===== src/rtl/lpm_seq.sv =====
module lpm_seq #(
  parameter int REG_DLY    = 8,
  parameter int XTAL_LONG  = 2048,
  parameter int XTAL_SHORT = 256,
  parameter int FLASH_DLY  = 4,
  parameter int WAIT_LAT   = 10
) (
  input  logic clk,
  input  logic rst_n,
  input  logic wfi_req,
  input  logic halt_req,
  input  logic irq_any,
  input  logic ext_wake,
  input  logic awu_evt,
  input  logic awu_en,
  input  logic iwdg_en,
  input  logic cfg_ah_lpreg,
  input  logic cfg_ah_flash_pd,
  input  logic cfg_halt_flash_on,
  input  logic cfg_fast_wake,
  input  logic xtal_short,
  input  logic al_bit,
  input  logic isr_done,
  input  logic clk_sw_valid,
  input  logic clk_sw_xtal,
  output logic cpu_clk_stop,
  output logic hsi_en,
  output logic xtal_en,
  output logic awu_clk_en,
  output logic mreg_en,
  output logic lpreg_en,
  output logic flash_pd,
  output logic irq_unmask
);

  localparam int M1   = (REG_DLY > FLASH_DLY) ? REG_DLY : FLASH_DLY;
  localparam int M2   = (XTAL_LONG > XTAL_SHORT) ? XTAL_LONG : XTAL_SHORT;
  localparam int M3   = (M1 > M2) ? M1 : M2;
  localparam int MAXD = (M3 > WAIT_LAT) ? M3 : WAIT_LAT;
  localparam int CW   = $clog2(MAXD) + 1;

  typedef enum logic [2:0] {
    S_RUN, S_WAIT, S_WWAKE, S_AHALT, S_HALT, S_WREG, S_WOSC, S_WFL
  } st_t;

  st_t           st, nxt;
  logic [CW-1:0] cnt, nxt_cnt, osc_dly;
  logic          src_xtal, al_ret, nd_osc, nd_fl;
  logic          wake_lp, need_reg, new_x, need_fl, in_run_dom, osc_on;

  assign osc_dly  = xtal_short ? CW'(XTAL_SHORT - 1) : CW'(XTAL_LONG - 1);
  assign wake_lp  = ((st == S_AHALT) && awu_en && (awu_evt || ext_wake)) ||
                    ((st == S_HALT) && ext_wake);
  assign need_reg = (st == S_HALT) || cfg_ah_lpreg;
  assign new_x    = src_xtal && !cfg_fast_wake;
  assign need_fl  = (st == S_HALT) ? !cfg_halt_flash_on : cfg_ah_flash_pd;

  always_comb begin
    nxt     = st;
    nxt_cnt = (cnt == '0) ? '0 : cnt - 1'b1;
    unique case (st)
      S_RUN: begin
        if (halt_req)
          nxt = (awu_en || iwdg_en) ? S_AHALT : S_HALT;
        else if (wfi_req || (isr_done && al_bit && al_ret))
          nxt = S_WAIT;
      end
      S_WAIT: if (irq_any) begin nxt = S_WWAKE; nxt_cnt = CW'(WAIT_LAT - 1); end
      S_WWAKE: if (cnt == '0) nxt = S_RUN;
      S_AHALT, S_HALT: begin
        if (wake_lp) begin
          if (need_reg)     begin nxt = S_WREG; nxt_cnt = CW'(REG_DLY - 1); end
          else if (new_x)   begin nxt = S_WOSC; nxt_cnt = osc_dly; end
          else if (need_fl) begin nxt = S_WFL;  nxt_cnt = CW'(FLASH_DLY - 1); end
          else                    nxt = S_RUN;
        end
      end
      S_WREG: begin
        if (cnt == '0) begin
          if (nd_osc)     begin nxt = S_WOSC; nxt_cnt = osc_dly; end
          else if (nd_fl) begin nxt = S_WFL;  nxt_cnt = CW'(FLASH_DLY - 1); end
          else                  nxt = S_RUN;
        end
      end
      S_WOSC: begin
        if (cnt == '0) begin
          if (nd_fl) begin nxt = S_WFL; nxt_cnt = CW'(FLASH_DLY - 1); end
          else             nxt = S_RUN;
        end
      end
      S_WFL: if (cnt == '0) nxt = S_RUN;
      default: nxt = S_RUN;
    endcase
  end

  always_ff @(posedge clk or negedge rst_n) begin
    if (!rst_n) begin
      st       <= S_RUN;
      cnt      <= '0;
      src_xtal <= 1'b0;
      al_ret   <= 1'b0;
      nd_osc   <= 1'b0;
      nd_fl    <= 1'b0;
    end else begin
      st  <= nxt;
      cnt <= nxt_cnt;
      if (st == S_RUN && clk_sw_valid) src_xtal <= clk_sw_xtal;
      if (st == S_RUN && halt_req)     al_ret   <= 1'b0;
      if (st == S_WAIT && irq_any)     al_ret   <= 1'b1;
      if (wake_lp) begin
        src_xtal <= new_x;
        nd_osc   <= new_x;
        nd_fl    <= need_fl;
      end
    end
  end

  assign in_run_dom   = (st == S_RUN) || (st == S_WAIT) || (st == S_WWAKE);
  assign osc_on       = in_run_dom || (st == S_WOSC) || (st == S_WFL);
  assign cpu_clk_stop = (st != S_RUN);
  assign hsi_en       = osc_on && !src_xtal;
  assign xtal_en      = osc_on && src_xtal;
  assign awu_clk_en   = (st == S_AHALT);
  assign lpreg_en     = (st == S_HALT) || ((st == S_AHALT) && cfg_ah_lpreg);
  assign mreg_en      = !lpreg_en;
  assign flash_pd     = (st == S_HALT)  ? !cfg_halt_flash_on :
                        (st == S_AHALT) ? cfg_ah_flash_pd :
                        ((st == S_WREG) || (st == S_WOSC)) ? nd_fl : 1'b0;
  assign irq_unmask   = (st == S_WAIT) || (st == S_WWAKE);

endmodule


===== config.mk =====
export PLATFORM = sky130hd
export DESIGN_NAME = lpm_seq
export DESIGN_NICKNAME = d
export VERILOG_FILES = /design/src/rtl/lpm_seq.sv
export SDC_FILE = /design/constraint.sdc
export NUM_CORES = 1
export LEC_CHECK = 0
export BUFFER_PORTS_ARGS = -buffer_cell sky130_fd_sc_hd__buf_2
export CAP_MARGIN = 20
export CORE_UTILIZATION = 50
export CTS_CLUSTER_SIZE = 14
export DETAILED_ROUTE_END_ITERATION = 8
export GPL_TIMING_DRIVEN = 0
export PLACE_DENSITY = 0.79
export SLEW_MARGIN = 20
export SYNTH_ARGS = -nofsm -noshare
export SYNTH_HDL_FRONTEND = slang
export SYNTH_SLANG_ARGS = --single-unit

===== constraint.sdc =====
create_clock -name clk -period 1.9 [get_ports clk]
set_input_delay 0.19 -clock clk [delete_from_list [all_inputs] [get_ports clk]]
set_output_delay 0.19 -clock clk [all_outputs]
set_load 0.05 [all_outputs]

==> flow_summary.ini <==
[status]
outcome = finished, violations left
failed_checks = DRC

[yosys]
synth_cells = 182
ys_seq_area_share_pct = 31.1
syn_area_um2 = 1530
ys.warnings.count = 0
synth.net_count = 202
synth-seq-cells = 19
synth_area_per_cell_um2 = 8.39
ys_types = 55

[detailed_routing]
drcViolationCount = 2
drt_iter0_drc = 108
via_per_inst = 6.05
num_vias = 1550
antenna_left = 0
firstDrtPassIters = 6
detail_route.wirelength_mm = 4.24
wire_per_inst_um = 16.6

[place]
dp_slack_ns = -0.0234
dpl.hpwl_mm = 2.91
portBuffers = 25
place_congestion = 0.868
dpl_cell_area_um2 = 1690

[worst_setup_path]
crit_fanout = 7
slowest_delay_ns = 0.44
worstPathArrival_ns = 2.10
critPathTopFamily = multiplexers
crit_chain = buf_6, or3b_4, mux2i_2, o211ai_1, o311ai_1, mux2_1
cp_num_buf_inv = 1
cp-start-kind = register
worstSetupEndpointType = register
crit_path_top_delay_cell = or3b_4
crit_required_ns = 2.11
path_class = reg2reg

[sta]
period_share_pct = 99.6
setup_viol = 0
rsz0062_at_grt = yes
fmax_mhz = 528
hold_violations = 0
finalClockSkew_ns = 0.00755
relSlewSlack_pct = 66.6
period_minus_slack_ns = 1.89
slew_violations = 0
timing.final.ws_setup_ns = 0.00744
tightest_slew_ns = 0.497

[clocking]
clk_pin_slew_ns = 0.12
h-tree-depth = 1
clock_path_buffers = 2
clk_latency_ns = 0.32
cts_tree = done
root_buffer = clkbuf_4
cts_inserted_buffers = 3
numClockSinks = 19

[global_routing]
grt_pass1_wl_mm = 6.89
grt_overflow_total = 0
grt_max_degree = 20
antenna_found_initial = 0
grt_usage_pct = 27.2
grt_pass1_vias = 1510

[finish]
design_area_um2 = 1920
num-fill-cells = 221
multi_input_area_um2 = 1040
fin_util_pct = 68.0
fin_nets = 246
diodes = 0
area_growth_pct = 26.0
drive_gt1_share_pct = 33.8
seqCellArea_um2 = 480

[die]
core_um2 = 2830
fp.dieH_um = 57.3
die_w_um = 57.3
io_pins = 26
fp-row-count = 19
initial_utilization_pct = 54.0
fp.dieArea_um2 = 3280

[pwr]
ir_drop_v = 0.00108
p_leak_nw = 0.845
powerDensity_nw_per_um2 = 1890

[run]
maxCapViolCount = 0

[worst_hold_path]
min_path_type = in2reg
cell families (layout without fill, tap and decap cells):
logic type               after synthesis  count (layout)  synth area share [%]
AO/OA/AOI/OAI                         48              48                  21.6
XOR/XNOR                              10              10                  5.74
adder cells (fa/ha/maj)                2               2                  1.64
buffers and inverters                 16              59                  4.92
flip-flops                            19              19                  31.1
multiplexers                           5               5                  3.77
AND/OR/NAND/NOR                       82              82                  31.1
registers in the layout, summed over array words and instances, names as in the netlist:
| signal | flops |
|---|---|
| cnt | 12 |
| nd_fl | 1 |
| nd_osc | 1 |
| al_ret | 1 |
| st | 3 |
| src_xtal | 1 |
worst reg2reg max path: stages (launching register included):
cell and delay, ns:
dfrtp_1 0.39, buf_6 0.14, or3b_4 0.44, mux2i_2 0.19
o211ai_1 0.17, o311ai_1 0.13, mux2_1 0.32
through the flow:
stage / power [mW] / hold slack [ns] / TNS [ns] / std cells
6_report: 3.63 / 0.0879 / 0 / 256
3_3_place_gp: 2.90 / 0.157 / 0 / 238
5_1_grt: 3.87 / 0.108 / -0.239 / 256
4_1_cts: 3.32 / 0.0958 / 0 / 246
2_1_floorplan: 2.52 / -0.106 / -0.232 / 182
3_5_place_dp: 2.99 / 0.172 / -0.0541 / 238
Yosys cell counts (all sizes together):
master / instances / share of area [%]
a211o: 1 / 0.57
a211oi: 1 / 0.49
a21oi: 9 / 3.0
a221oi: 1 / 1.7
a22o: 1 / 0.57
a2bb2oi: 1 / 0.57
a31oi: 1 / 0.41
a32oi: 1 / 1.1
and2: 1 / 0.41
and3: 1 / 0.41
and4: 1 / 0.74
buf: 5 / 2.2
clkbuf: 1 / 0.25
dfrtp: 19 / 31
ha: 2 / 1.6
inv: 10 / 2.5
mux2: 3 / 2.2
mux2i: 2 / 1.6
nand2: 27 / 6.6
nand2b: 3 / 1.2
nand3: 6 / 2.0
nand3b: 5 / 3.3
nand4: 1 / 1.4
nor2: 19 / 4.7
nor2b: 4 / 1.6
nor3: 3 / 1.3
nor3b: 3 / 1.8
nor4: 4 / 3.6
o2111ai: 1 / 0.57
o211ai: 4 / 2.0
o21ai: 20 / 6.8
o21bai: 1 / 0.49
o22a: 1 / 0.57
o22ai: 2 / 1.2
o311ai: 1 / 0.57
o31a: 1 / 0.57
o31ai: 1 / 0.49
or2: 2 / 0.82
or3b: 1 / 0.74
or4: 1 / 0.49
xnor2: 5 / 2.9
xor2: 5 / 2.9
routing by layer:
layer  vias to the layer above  global-route usage (%)  share of wire (%)  wire [um]
met5                         -                       0                  0          0
met4                         0                    12.9                2.7        113
met3                        17                    4.54                7.3        311
met2                        74                    44.7                 50       2120
met1                       723                    34.8                 40       1690
li1                        736                       -                  -          -
area by class of cell:
cell class                      instances  share of cell area, %
Multi-Input combinational cell        147                   53.9
Sequential cell                        19                   25.0
Tap cell                               31                   2.02
Clock buffer                            4                   1.37
Timing Repair Buffer                   39                   13.1
Buffer                                  6                   2.54
Inverter                               10                   2.08
layout by cell type (no fill, tap or decap), drive strengths merged, types with 3 or more instances in the layout:
master	Yosys	routed
xnor2	5	5
buf	5	41
nand2b	3	3
inv	10	10
nand3b	5	5
nor3b	3	3
nor2b	4	4
o21ai	20	20
nand3	6	6
nor2	19	19
nor3	3	3
xor2	5	5
a21oi	9	9
nand2	27	27
nor4	4	4
o211ai	4	4
clkbuf	1	7
mux2	3	3
dfrtp	19	19
worst paths after layout:
kind                              start  slack (ns)  cells after the start        to
max                               st[1]       0.007                      6     st[1]
max reg2reg                       st[1]       0.007                      6     st[1]
min in group asynchronous         rst_n        0.33                      2    cnt[4]
min reg2reg                      al_ret        0.50                      2    al_ret
min                        clk_sw_valid        0.09                      3  src_xtal
max in group asynchronous         rst_n        1.23                      2     st[0]
repair_timing:
action,4_1_cts,5_1_grt
setup buffers,3,10
gates resized for setup,9,26
endpoints found under the setup margin,8,16
hold buffers,1,0
endpoints found under the hold margin,19,0
pin swaps,1,4
gates cloned,0,0
power by group:
part | total [mW] | internal [mW] | leakage [nW] | switching [mW]
logic | 2.59 | 1.09 | 0.594 | 1.49
registers | 0.813 | 0.591 | 0.236 | 0.221
clock network | 0.228 | 0.0824 | 0.0150 | 0.146
total | 3.63 | 1.77 | 0.845 | 1.86
No activity file was read; power rests on OpenSTA's default activity.
